## src/rtl/dly_pkg.sv

```systemverilog
package dly_pkg;
  localparam int DEF_FRAME_W = 24;
  localparam int DEF_DLY_W   = 10;
  localparam int NUM_CH      = 2;

  // Lowest frame bit of a channel's delay word.
  function automatic int word_lsb(input int ch, input int dly_w);
    return ch * dly_w;
  endfunction

  // Frame position of a channel's hold bit; hold bits follow all words.
  function automatic int hold_pos(input int ch, input int dly_w);
    return NUM_CH * dly_w + ch;
  endfunction
endpackage

```

## src/rtl/dly_sync.sv

```systemverilog
module dly_sync #(
  parameter int STAGES = 2
) (
  input  logic clk_i,
  input  logic rst_ni,
  input  logic async_i,
  output logic sync_o
);
  logic [STAGES-1:0] chain_q;
  logic [STAGES-1:0] chain_d;

  always_comb begin
    chain_d = {chain_q[STAGES-2:0], async_i};
  end

  always_ff @(posedge clk_i or negedge rst_ni) begin
    if (!rst_ni) chain_q <= '0;
    else         chain_q <= chain_d;
  end

  assign sync_o = chain_q[STAGES-1];
endmodule

```

## src/rtl/dly_edge_sync.sv

```systemverilog
module dly_edge_sync #(
  parameter int STAGES = 2
) (
  input  logic clk_i,
  input  logic rst_ni,
  input  logic async_i,
  output logic rise_o
);
  logic level;
  logic prev_q;
  logic prev_d;

  dly_sync #(.STAGES(STAGES)) sync_i (
    .clk_i  (clk_i),
    .rst_ni (rst_ni),
    .async_i(async_i),
    .sync_o (level)
  );

  always_comb begin
    prev_d = level;
  end

  always_ff @(posedge clk_i or negedge rst_ni) begin
    if (!rst_ni) prev_q <= 1'b0;
    else         prev_q <= prev_d;
  end

  assign rise_o = level & ~prev_q;
endmodule

```

## src/rtl/dly_frame_shift.sv

```systemverilog
module dly_frame_shift #(
  parameter int WIDTH = 24
) (
  input  logic             clk_i,
  input  logic             rst_ni,
  input  logic             shift_en_i,
  input  logic             bit_i,
  output logic [WIDTH-1:0] frame_o
);
  logic [WIDTH-1:0] frame_q;
  logic [WIDTH-1:0] frame_d;

  always_comb begin
    frame_d = frame_q;
    if (shift_en_i) frame_d = {frame_q[WIDTH-2:0], bit_i};
  end

  always_ff @(posedge clk_i or negedge rst_ni) begin
    if (!rst_ni) frame_q <= '0;
    else         frame_q <= frame_d;
  end

  assign frame_o = frame_q;
endmodule

```

## src/rtl/dly_chan_latch.sv

```systemverilog
module dly_chan_latch #(
  parameter int DLY_W = 10
) (
  input  logic             clk_i,
  input  logic             rst_ni,
  input  logic             hold_i,
  input  logic [DLY_W-1:0] word_i,
  output logic [DLY_W-1:0] dly_o
);
  logic [DLY_W-1:0] dly_q;
  logic [DLY_W-1:0] dly_d;
  logic             load_en;

  assign load_en = ~hold_i;

  always_comb begin
    dly_d = dly_q;
    if (load_en) dly_d = word_i;
  end

  always_ff @(posedge clk_i or negedge rst_ni) begin
    if (!rst_ni) dly_q <= '0;
    else         dly_q <= dly_d;
  end

  assign dly_o = dly_q;
endmodule

```

## src/rtl/dly_serial_ctrl.sv

```systemverilog
module dly_serial_ctrl
  import dly_pkg::*;
#(
  parameter int FRAME_W     = DEF_FRAME_W,
  parameter int DLY_W       = DEF_DLY_W,
  parameter int SYNC_STAGES = 2
) (
  input  logic             clk_i,
  input  logic             rst_ni,
  input  logic             ser_dat_i,
  input  logic             ser_clk_i,
  input  logic             lat_clk_i,
  input  logic             out_dis_i,
  output logic [DLY_W-1:0] dly_a_o,
  output logic [DLY_W-1:0] dly_b_o,
  output logic             out_en_o
);
  localparam int USED_W = NUM_CH * (DLY_W + 1);

  // Reset release synchronizer
  logic [1:0] rst_pipe_q;
  logic [1:0] rst_pipe_d;
  logic       rst_n_s;

  always_comb begin
    rst_pipe_d = {rst_pipe_q[0], 1'b1};
  end

  always_ff @(posedge clk_i or negedge rst_ni) begin
    if (!rst_ni) rst_pipe_q <= '0;
    else         rst_pipe_q <= rst_pipe_d;
  end

  assign rst_n_s = rst_pipe_q[1];

  // Input synchronization and edge detection
  logic sdat_s;
  logic dis_s;
  logic sclk_rise;
  logic lclk_rise;

  dly_sync #(.STAGES(SYNC_STAGES)) dat_sync_i (
    .clk_i(clk_i), .rst_ni(rst_n_s), .async_i(ser_dat_i), .sync_o(sdat_s)
  );

  dly_sync #(.STAGES(SYNC_STAGES)) dis_sync_i (
    .clk_i(clk_i), .rst_ni(rst_n_s), .async_i(out_dis_i), .sync_o(dis_s)
  );

  dly_edge_sync #(.STAGES(SYNC_STAGES)) sclk_edge_i (
    .clk_i(clk_i), .rst_ni(rst_n_s), .async_i(ser_clk_i), .rise_o(sclk_rise)
  );

  dly_edge_sync #(.STAGES(SYNC_STAGES)) lclk_edge_i (
    .clk_i(clk_i), .rst_ni(rst_n_s), .async_i(lat_clk_i), .rise_o(lclk_rise)
  );

  // Shift stage
  logic [FRAME_W-1:0] shreg_q;

  dly_frame_shift #(.WIDTH(FRAME_W)) shift_i (
    .clk_i     (clk_i),
    .rst_ni    (rst_n_s),
    .shift_en_i(sclk_rise),
    .bit_i     (sdat_s),
    .frame_o   (shreg_q)
  );

  // Frame bits above the hold bits carry nothing.
  logic unused_spare;
  assign unused_spare = ^shreg_q[FRAME_W-1:USED_W];

  // Transfer stage
  logic [USED_W-1:0] xfer_q;
  logic [USED_W-1:0] xfer_d;

  always_comb begin
    xfer_d = xfer_q;
    if (lclk_rise) xfer_d = shreg_q[USED_W-1:0];
  end

  always_ff @(posedge clk_i or negedge rst_n_s) begin
    if (!rst_n_s) xfer_q <= '0;
    else          xfer_q <= xfer_d;
  end

  // Per-channel hold latches
  logic [DLY_W-1:0] chan_dly [NUM_CH];

  for (genvar ch = 0; ch < NUM_CH; ch++) begin : g_chan
    dly_chan_latch #(.DLY_W(DLY_W)) latch_i (
      .clk_i (clk_i),
      .rst_ni(rst_n_s),
      .hold_i(xfer_q[hold_pos(ch, DLY_W)]),
      .word_i(xfer_q[word_lsb(ch, DLY_W) +: DLY_W]),
      .dly_o (chan_dly[ch])
    );
  end

  assign dly_a_o = chan_dly[0];
  assign dly_b_o = chan_dly[1];

  // Output enable
  logic oe_q;
  logic oe_d;

  always_comb begin
    oe_d = ~dis_s;
  end

  always_ff @(posedge clk_i or negedge rst_n_s) begin
    if (!rst_n_s) oe_q <= 1'b0;
    else          oe_q <= oe_d;
  end

  assign out_en_o = oe_q;
endmodule

```

## config.mk

```make
export PLATFORM = sky130hd
export DESIGN_NAME = dly_serial_ctrl
export DESIGN_NICKNAME = d
export VERILOG_FILES = /design/src/rtl/dly_pkg.sv /design/src/rtl/dly_sync.sv /design/src/rtl/dly_edge_sync.sv /design/src/rtl/dly_frame_shift.sv /design/src/rtl/dly_chan_latch.sv /design/src/rtl/dly_serial_ctrl.sv
export SDC_FILE = /design/constraint.sdc
export NUM_CORES = 1
export LEC_CHECK = 0
export BUFFER_PORTS_ARGS = -buffer_cell sky130_fd_sc_hd__buf_2
export CORE_UTILIZATION = 50
export CTS_BUF_LIST = sky130_fd_sc_hd__clkbuf_2
export CTS_CLUSTER_DIAMETER = 30
export DETAILED_ROUTE_END_ITERATION = 12
export PLACE_DENSITY = 0.74
export SLEW_MARGIN = 20
export SYNTH_ARGS = -nofsm -noshare
export SYNTH_HDL_FRONTEND = slang
export SYNTH_SLANG_ARGS = --single-unit
```

## constraint.sdc

```tcl
create_clock -name clk_i -period 3.1 [get_ports clk_i]
set_input_delay 0 -clock clk_i [delete_from_list [all_inputs] [get_ports clk_i]]
set_output_delay 0 -clock clk_i [all_outputs]
set_load 0.1 [all_outputs]
```

==> Word-level counts from Yosys, hierarchy flattened <==
Index checks and enable logic that the tools add are counted.
{ "word_totals": {"elab_cells": 17, "reg_bits": 77, "inputBits": 6, "output_inout_bits": 21} }
{ "classes": {"bitwise": 5} }
{ "op_table": {"columns": ["op", "count"], "rows": [
  ["1-bit NOT", 3],
  ["1-bit AND", 2]
]} }

==> Depth between registers and ports, before layout <==
Gate-level depths: netlist (run 1).
{ "depth": {"depth_word": 2, "mapped_depth": 3, "depth_no_buf": 2} }

==> Cells and area by module <==
Synthesis (run 1) repeated with hierarchy kept, for this count alone.
{ "unflattened": {"hier_cells": 156, "hier_area_um2": 3001.6} }
{ "by_module_without_submodules": {"columns": ["mod", "seq_area_each_um2", "n_inst", "cells_each", "area_each_um2"], "rows": [
  ["dly_frame_shift", 600.6, 1, 51, 997.2],
  ["dly_serial_ctrl", 625.6, 1, 51, 903.4],
  ["dly_chan_latch", 250.2, 2, 21, 411.6],
  ["dly_sync", 50.0, 4, 2, 50.0],
  ["dly_edge_sync", 25.0, 2, 2, 38.8]
]} }

==> Worst setup path before layout (run 1) <==
OpenSTA, ideal clock, no wires.
{ "synth_path": {"path_kind": "flip-flop to flip-flop", "start": "reg g_chan[0].latch_i.dly_o[0] (netlist name)", "end": "reg g_chan[0].latch_i.dly_q[0]", "stages_incl_launch_ff": 2, "setup_ps": 126, "setup_slack_ps": 1840, "period_less_slack_ps": 1260, "required_ps": 2974, "n_path_buf": 0, "arrival_time_ps": 1134, "path_cell_list": "dfrtp_1 -> mux2_2"} }
{ "synth_lines": {"columns": ["item", "line", "source"], "rows": [
  ["to (signal assigned)", "dly_chan_latch.sv:23", "else dly_q <= dly_d;"],
  ["to (decl)", "dly_chan_latch.sv:10", "logic [DLY_W-1:0] dly_q;"]
]} }

==> Worst setup path after layout (run 1) <==
{ "layout_path": {"start": "reg sclk_edge_i.prev_q", "end": "reg shift_i.frame_q[12] (netlist: shift_i.frame_o[12])"} }
{ "layout_via": {"elab_chain_len": 2} }
{ "layout_lines": {"columns": ["item", "line", "source"], "rows": [
  ["from (decl)", "dly_edge_sync.sv:10", "logic prev_q;"],
  ["from (signal assigned)", "dly_edge_sync.sv:26", "else prev_q <= prev_d;"],
  ["1-bit NOT", "dly_edge_sync.sv:29", "assign rise_o = level & ~prev_q;"],
  ["1-bit AND", "dly_edge_sync.sv:29", null],
  ["to (signal assigned)", "dly_frame_shift.sv:20", "else frame_q <= frame_d;"],
  ["to (decl)", "dly_frame_shift.sv:10", "logic [WIDTH-1:0] frame_q;"]
]} }
Every way passes these cells.
A chain may end at the register's enable or synchronous reset.

==> results of run 1 <==
## per-layer routing
metal  GRT usage [%]  share of wire [%]  vias up
met5               0                  0        -
li1                -                  -      598
met4            8.49                2.1        0
met1            19.2                 45      682
met2            22.7                 49       22
met3            4.76                3.8        7
## power by group through the flow
stage | combinational, mW | clock (mW) | sequential [mW]
after floorplan | 0.324 | 0 | 2.07
after global placement | 1.09 | 0 | 1.45
after detailed placement | 1.11 | 0 | 1.46
after CTS | 1.11 | 0.532 | 1.44
after global routing | 1.15 | 0.578 | 1.48
final | 1.10 | 0.513 | 1.44
## sequential cells by signal, summed over array words and instances (netlist names)
register	flops
sclk_edge_i.sync_i.chain_q	2
dat_sync_i.chain_q	2
out_en_o	1
dis_sync_i.chain_q	2
xfer_q	22
sclk_edge_i.prev_q	1
lclk_edge_i.sync_i.chain_q	2
rst_pipe_q	2
g_chan.latch_i.dly_o	20
lclk_edge_i.prev_q	1
shift_i.frame_o	22
## metrics by stage
step	hold WS [ns]	setup slack, ns	util (%)
after floorplan	-0.296	0.797	-
after global placement	-0.215	1.72	54.8
after detailed placement	-0.213	1.67	54.8
after CTS	0.0958	1.64	58.0
after global routing	0.0908	1.57	58.0
final	0.141	1.66	58.0
## final timing paths
kind / depth (start not counted) / start / slack (ns) / endpoint
max: 2 / sclk_edge_i.prev_q / 1.66 / shift_i.frame_o[12]
min: 2 / out_dis_i / 0.14 / dis_sync_i.chain_q[0]
max reg2reg: 2 / sclk_edge_i.prev_q / 1.66 / shift_i.frame_o[12]
min reg2reg: 0 / rst_pipe_q[1] / 0.20 / g_chan[0].latch_i.dly_o[2]
max in group asynchronous: 1 / rst_pipe_q[1] / 2.17 / xfer_q[19]
min in group asynchronous: 0 / rst_pipe_q[1] / 0.20 / g_chan[0].latch_i.dly_o[2]
## cell usage in the layout, fill, tap and decap left out
cell type      instances
buf_4                  2
clkbuf_2              10
dlygate4sd3_1          6
mux2_4                21
nand2b_4               1
bufinv_16              1
conb_1                 1
clkinv_1               1
dfrtp_2                1
dfrtp_1               76
nor2b_4                1
clkinvlp_4             4
inv_1                  1
mux2_2                43
buf_2                 26
## repair_timing
| action | in CTS | in global routing |
|---|---|---|
| hold buffers | 6 | 0 |
| setup endpoints to repair | 0 | 0 |
| endpoints found under the hold margin | 6 | 0 |
## layout make-up
type	instances	area, µm²	share of cell area [%]
sequential	77	1930	60.8
timing repair buffer	34	205	6.47
tap	72	90.1	2.84
clock inverter	6	63.8	2.01
inverter	1	3.75	0.118
multi-input combinational	67	831	26.2
clock buffer	10	50.0	1.58
## kinds of logic (layout without fill, tap and decap cells)
family                 after synthesis  in the layout  share of synthesized area (%)
other                                1              1                          0.132
AND/OR/NAND/NOR                      2              2                          0.971
flip-flops                          77             77                           68.0
multiplexers                        64             64                           28.2
buffers and inverters                7             51                           2.69
## critical path: stages (launching register included)
cell     delay, ns
dfrtp_1       0.44
nor2b_4       0.50
mux2_2        0.40
==> results.json, run 1 <==
{
  "outcome": "complete, no violations",
  "end_kind": "flip-flop",
  "grt_max_degree": 31,
  "path_class": "reg -> reg",
  "cts.clk_slew.worst_paths_ns": 0.19,
  "die_h_um": 77.3,
  "clk-insertion-delay-late_ns": 0.49,
  "final.setup.tns_ns": 0,
  "initial_core_util_pct": 51.8,
  "finalCriticalPeriod_ns": 1.44,
  "p_seq_share_pct": 47.0,
  "root_buffer": "clkbuf_2",
  "synth_top_area_share_pct": 68.0,
  "postCtsSetupRepairBufs": 0,
  "synth_common_cells": "dfrtp_1, mux2_2, mux2_4",
  "drv_cap": 0,
  "finalPower_mw": 3.05,
  "synthFlopType": "dfrtp_1",
  "p_clk_share_pct": 16.8,
  "syn_nets": 157,
  "post-dp-hpwl_um": 2400,
  "cp_max_fo": 22,
  "hp-class": "in -> reg",
  "synth-edff-count": 0,
  "cts_resized": 0,
  "nNetsFinal": 196,
  "core_region_area_um2": 5470,
  "syn_area_um2": 2830,
  "ys_seq_area_share_pct": 68.0,
  "die_x_um": 77.3,
  "die_area_um2": 5970,
  "synthCells": 151,
  "start_kind": "flip-flop",
  "pin_count": 27,
  "htreeDepth": 3,
  "clock_path_buffers": 2,
  "yosysWarnings": 0,
  "diodes": 0,
  "postSynthRegisterBits": 77,
  "gp_congestion": 0.699,
  "async_flop_share_pct": 100,
  "grt_pass1_vias": 1352,
  "p_sw_share_pct": 41.4,
  "vias": 1309,
  "drcViolationCount": 0,
  "post-route-period-util_pct": 46.4,
  "dr.pass1.iters": 4,
  "cts_sinks": 77,
  "wl_per_cell_um": 14.1,
  "yosysMostFrequentCell": "dfrtp_1",
  "slew_headroom_pct": 60.5,
  "p_leak_nw": 1.59,
  "grt_antenna_before_repair": 0,
  "drt_iter0_markers": 62,
  "finalSetupViolations": 0,
  "drv_slew": 0,
  "antenna_left": 0,
  "max_freq_mhz": 695,
  "rows": 27,
  "synth.distinct_cells": 10,
  "track_usage_pct": 15.1,
  "synth.top_cells.by_area": "dfrtp_1, mux2_2, mux2_4",
  "dp_cells": 245,
  "worst_pin_slew_ns": 0.591,
  "place_area_um2": 3000,
  "hold_viol": 0,
  "nFillCells": 439,
  "clock_skew_ns": 0.0240,
  "overflow": 0,
  "finalNonFillerCells": 267,
  "area_growth_pct": 11.9,
  "power_frac_comb_pct": 36.2,
  "numPortBuffers": 26,
  "required_ns": 3.48,
  "p_int_mw": 1.79,
  "drt-total-wl_um": 3760,
  "cts_buffers": 9,
  "p_per_area_nw_per_um2": 963,
  "drive_above_1_share_pct": 56.4,
  "peakVddDrop_mv": 0.529,
  "avgViaCountPerCell": 4.90,
  "grt_pass1_wl_um": 6690,
  "synth_top_cell_by_area": "dfrtp_1",
  "crit_arrival_ns": 1.82,
  "cts_tree": "done",
  "final_area_um2": 3170,
  "rsz0062_at_grt": "no",
  "post_synth.cell_area_avg_um2": 18.8,
  "power.switching_mw": 1.26
}
No activity file was read; power rests on OpenSTA's default activity.
==> run 2: changes to the inputs <==
- ABC_AREA: not set -> 1
- PLACE_DENSITY: 0.74 -> 0.77
- clock period: 3.1 -> 1.3 ns (I/O delays scaled with it)
==> results.json, run 2 <==
{
  "r2r.worst_path.cells": 5,
  "slew_headroom_pct": 59.5,
  "synth_top_cell_by_area": "dfrtp_1",
  "min-delay-start": "ser_dat_i",
  "clk-insertion-delay-late_ns": 0.50,
  "clock_skew_ns": 0.0267,
  "vias": 1949,
  "cts_sinks": 77,
  "cp_max_fo": 2,
  "final_area_um2": 3390,
  "preCtsSetupSlack_ns": 0.257,
  "clock_path_buffers": 2,
  "synthCells": 291,
  "die_h_um": 77.2,
  "diodes": 0,
  "cts_buffers": 9,
  "die_area_um2": 5970,
  "hold_viol": 0,
  "place_area_um2": 3070,
  "fin_util_pct": 61.9,
  "synth.distinct_cells": 8,
  "syn_area_um2": 2830,
  "rows": 27,
  "cp_slowest_stage_delay_ns": 0.41,
  "root_buffer": "clkbuf_2",
  "synth_common_cells": "nand2_1, dfrtp_1, nand3_1, inv_1, o21ai_1",
  "outcome": "complete, no violations",
  "finalSetupViolations": 0,
  "drive_above_1_share_pct": 16.3,
  "path_class": "reg -> out",
  "track_usage_pct": 18.8,
  "grt_pass1_vias": 1937,
  "die_x_um": 77.2,
  "overflow": 0,
  "reg2reg_from": "sclk_edge_i.prev_q",
  "drcViolationCount": 0,
  "finalCriticalPeriod_ns": 1.21,
  "antenna_left": 0,
  "synth.top_cells.by_area": "dfrtp_1, nand2_1, nand3_1",
  "timing.hold.ws_ns": 0.117,
  "dp_cells": 382,
  "drt_iter0_markers": 146,
  "gp_congestion": 0.755,
  "dr.pass1.iters": 4,
  "syn_nets": 297,
  "wl_per_cell_um": 12.0,
  "yosysMostFrequentCell": "nand2_1",
  "synthFlopType": "dfrtp_1",
  "max_freq_mhz": 826,
  "avgViaCountPerCell": 4.82,
  "finalPower_mw": 6.07,
  "critPathTopFamily": "flip-flops",
  "required_ns": 1.30,
  "initial_core_util_pct": 51.7,
  "drt-total-wl_um": 4850,
  "peakVddDrop_mv": 1.01,
  "grt_pass1_wl_um": 8580,
  "slowest_stage": "dfrtp_1",
  "ys_seq_area_share_pct": 68.1,
  "cts_tree": "done",
  "whs_path_depth": 2,
  "hp-class": "in -> reg",
  "post_synth.cell_area_avg_um2": 9.73,
  "start_kind": "flip-flop",
  "finalNonFillerCells": 404,
  "postSynthRegisterBits": 77,
  "post-route-period-util_pct": 93.1,
  "synth-edff-count": 0,
  "core_region_area_um2": 5470,
  "numPortBuffers": 26,
  "pin_count": 27,
  "nFillCells": 441,
  "htreeDepth": 3,
  "path_cells": "buf_4",
  "crit_start": "g_chan[0].latch_i.dly_o[6]",
  "drv_slew": 0,
  "area_growth_pct": 19.7,
  "crit_arrival_ns": 1.21,
  "postCtsSetupRepairBufs": 0,
  "p_leak_nw": 1.80,
  "worst_pin_slew_ns": 0.607,
  "final.setup.tns_ns": 0,
  "async_flop_share_pct": 100,
  "layout_common_cells": "nand2_1, dfrtp_1, nand3_1, buf_4, inv_1",
  "post-dp-hpwl_um": 3090,
  "crit_cells": 1,
  "nNetsFinal": 333,
  "grt_max_degree": 29,
  "cts.clk_slew.worst_paths_ns": 0.22,
  "p_per_area_nw_per_um2": 1790,
  "synth_top_area_share_pct": 68.1,
  "end_kind": "output port",
  "yosysWarnings": 0,
  "grt_antenna_before_repair": 0,
  "rsz0062_at_grt": "no",
  "layout_setup_ws_ns": 0.0901,
  "critPathBufInv": 1,
  "drv_cap": 0,
  "final_common_cell": "nand2_1"
}
[run 2: changes by cell type in the layout (fill, tap and decap cells not counted), sizes merged]
cell | before | now
clkinvlp | 4 | 0
bufinv | 1 | 4
nand2b | 1 | 0
nor2b | 1 | 0
o21ai | 0 | 20
mux2 | 64 | 0
buf | 28 | 35
clkbuf | 10 | 9
nand3 | 0 | 44
nand2 | 0 | 110
inv | 1 | 25
[run 2: kinds of logic after synthesis]
kind of cell	share of synthesized area, %
compound gates	3.54
simple gates	22.4
buf+inv	5.88
flops	68.1
other cells	0.132
[run 2: worst paths after layout]
kind,slack [ns],endpoint
worst max-delay path,0.09,dly_a_o[6]
min in group asynchronous,0.25,shift_i.frame_o[13]
max in group asynchronous,0.59,lclk_edge_i.sync_i.chain_q[0]
worst max register to register,0.21,shift_i.frame_o[16]
worst min register to register,0.25,shift_i.frame_o[13]
worst min-delay path,0.12,dat_sync_i.chain_q[0]
[run 2: what timing repair did]
| item | in CTS | in global routing |
|---|---|---|
| hold buffers | 6 | 0 |
| hold endpoints to repair | 6 | 0 |
| resized for setup | 21 | 5 |
| setup endpoints to repair | 21 | 5 |
| cloned | 0 | 0 |
[run 2: where the power goes]
part / internal, mW / switching [mW] / total (mW)
clock: 1.04 / 0.850 / 1.89
sequential: 2.70 / 0.216 / 2.91
combinational: 0.303 / 0.964 / 1.27
[run 2: metal layers]
metal,wire [µm],track usage (%),share of wire [%],up-vias
met5,0,0,0,-
met4,102,10.4,2.1,0
met1,2280,23.3,47,900
met3,212,5.00,4.4,11
li1,-,-,-,985
met2,2250,30.0,46,53
[run 2: layout make-up]
class                           count  area [µm²]  area share (%)
Clock buffer                        9        45.0            1.33
Clock inverter                      7         145            4.28
Inverter                           23        86.3            2.55
Multi-Input combinational cell    175         737            21.8
Sequential cell                    77        1930            57.0
Tap cell                           72        90.1            2.66
Timing Repair Buffer               41         354            10.5
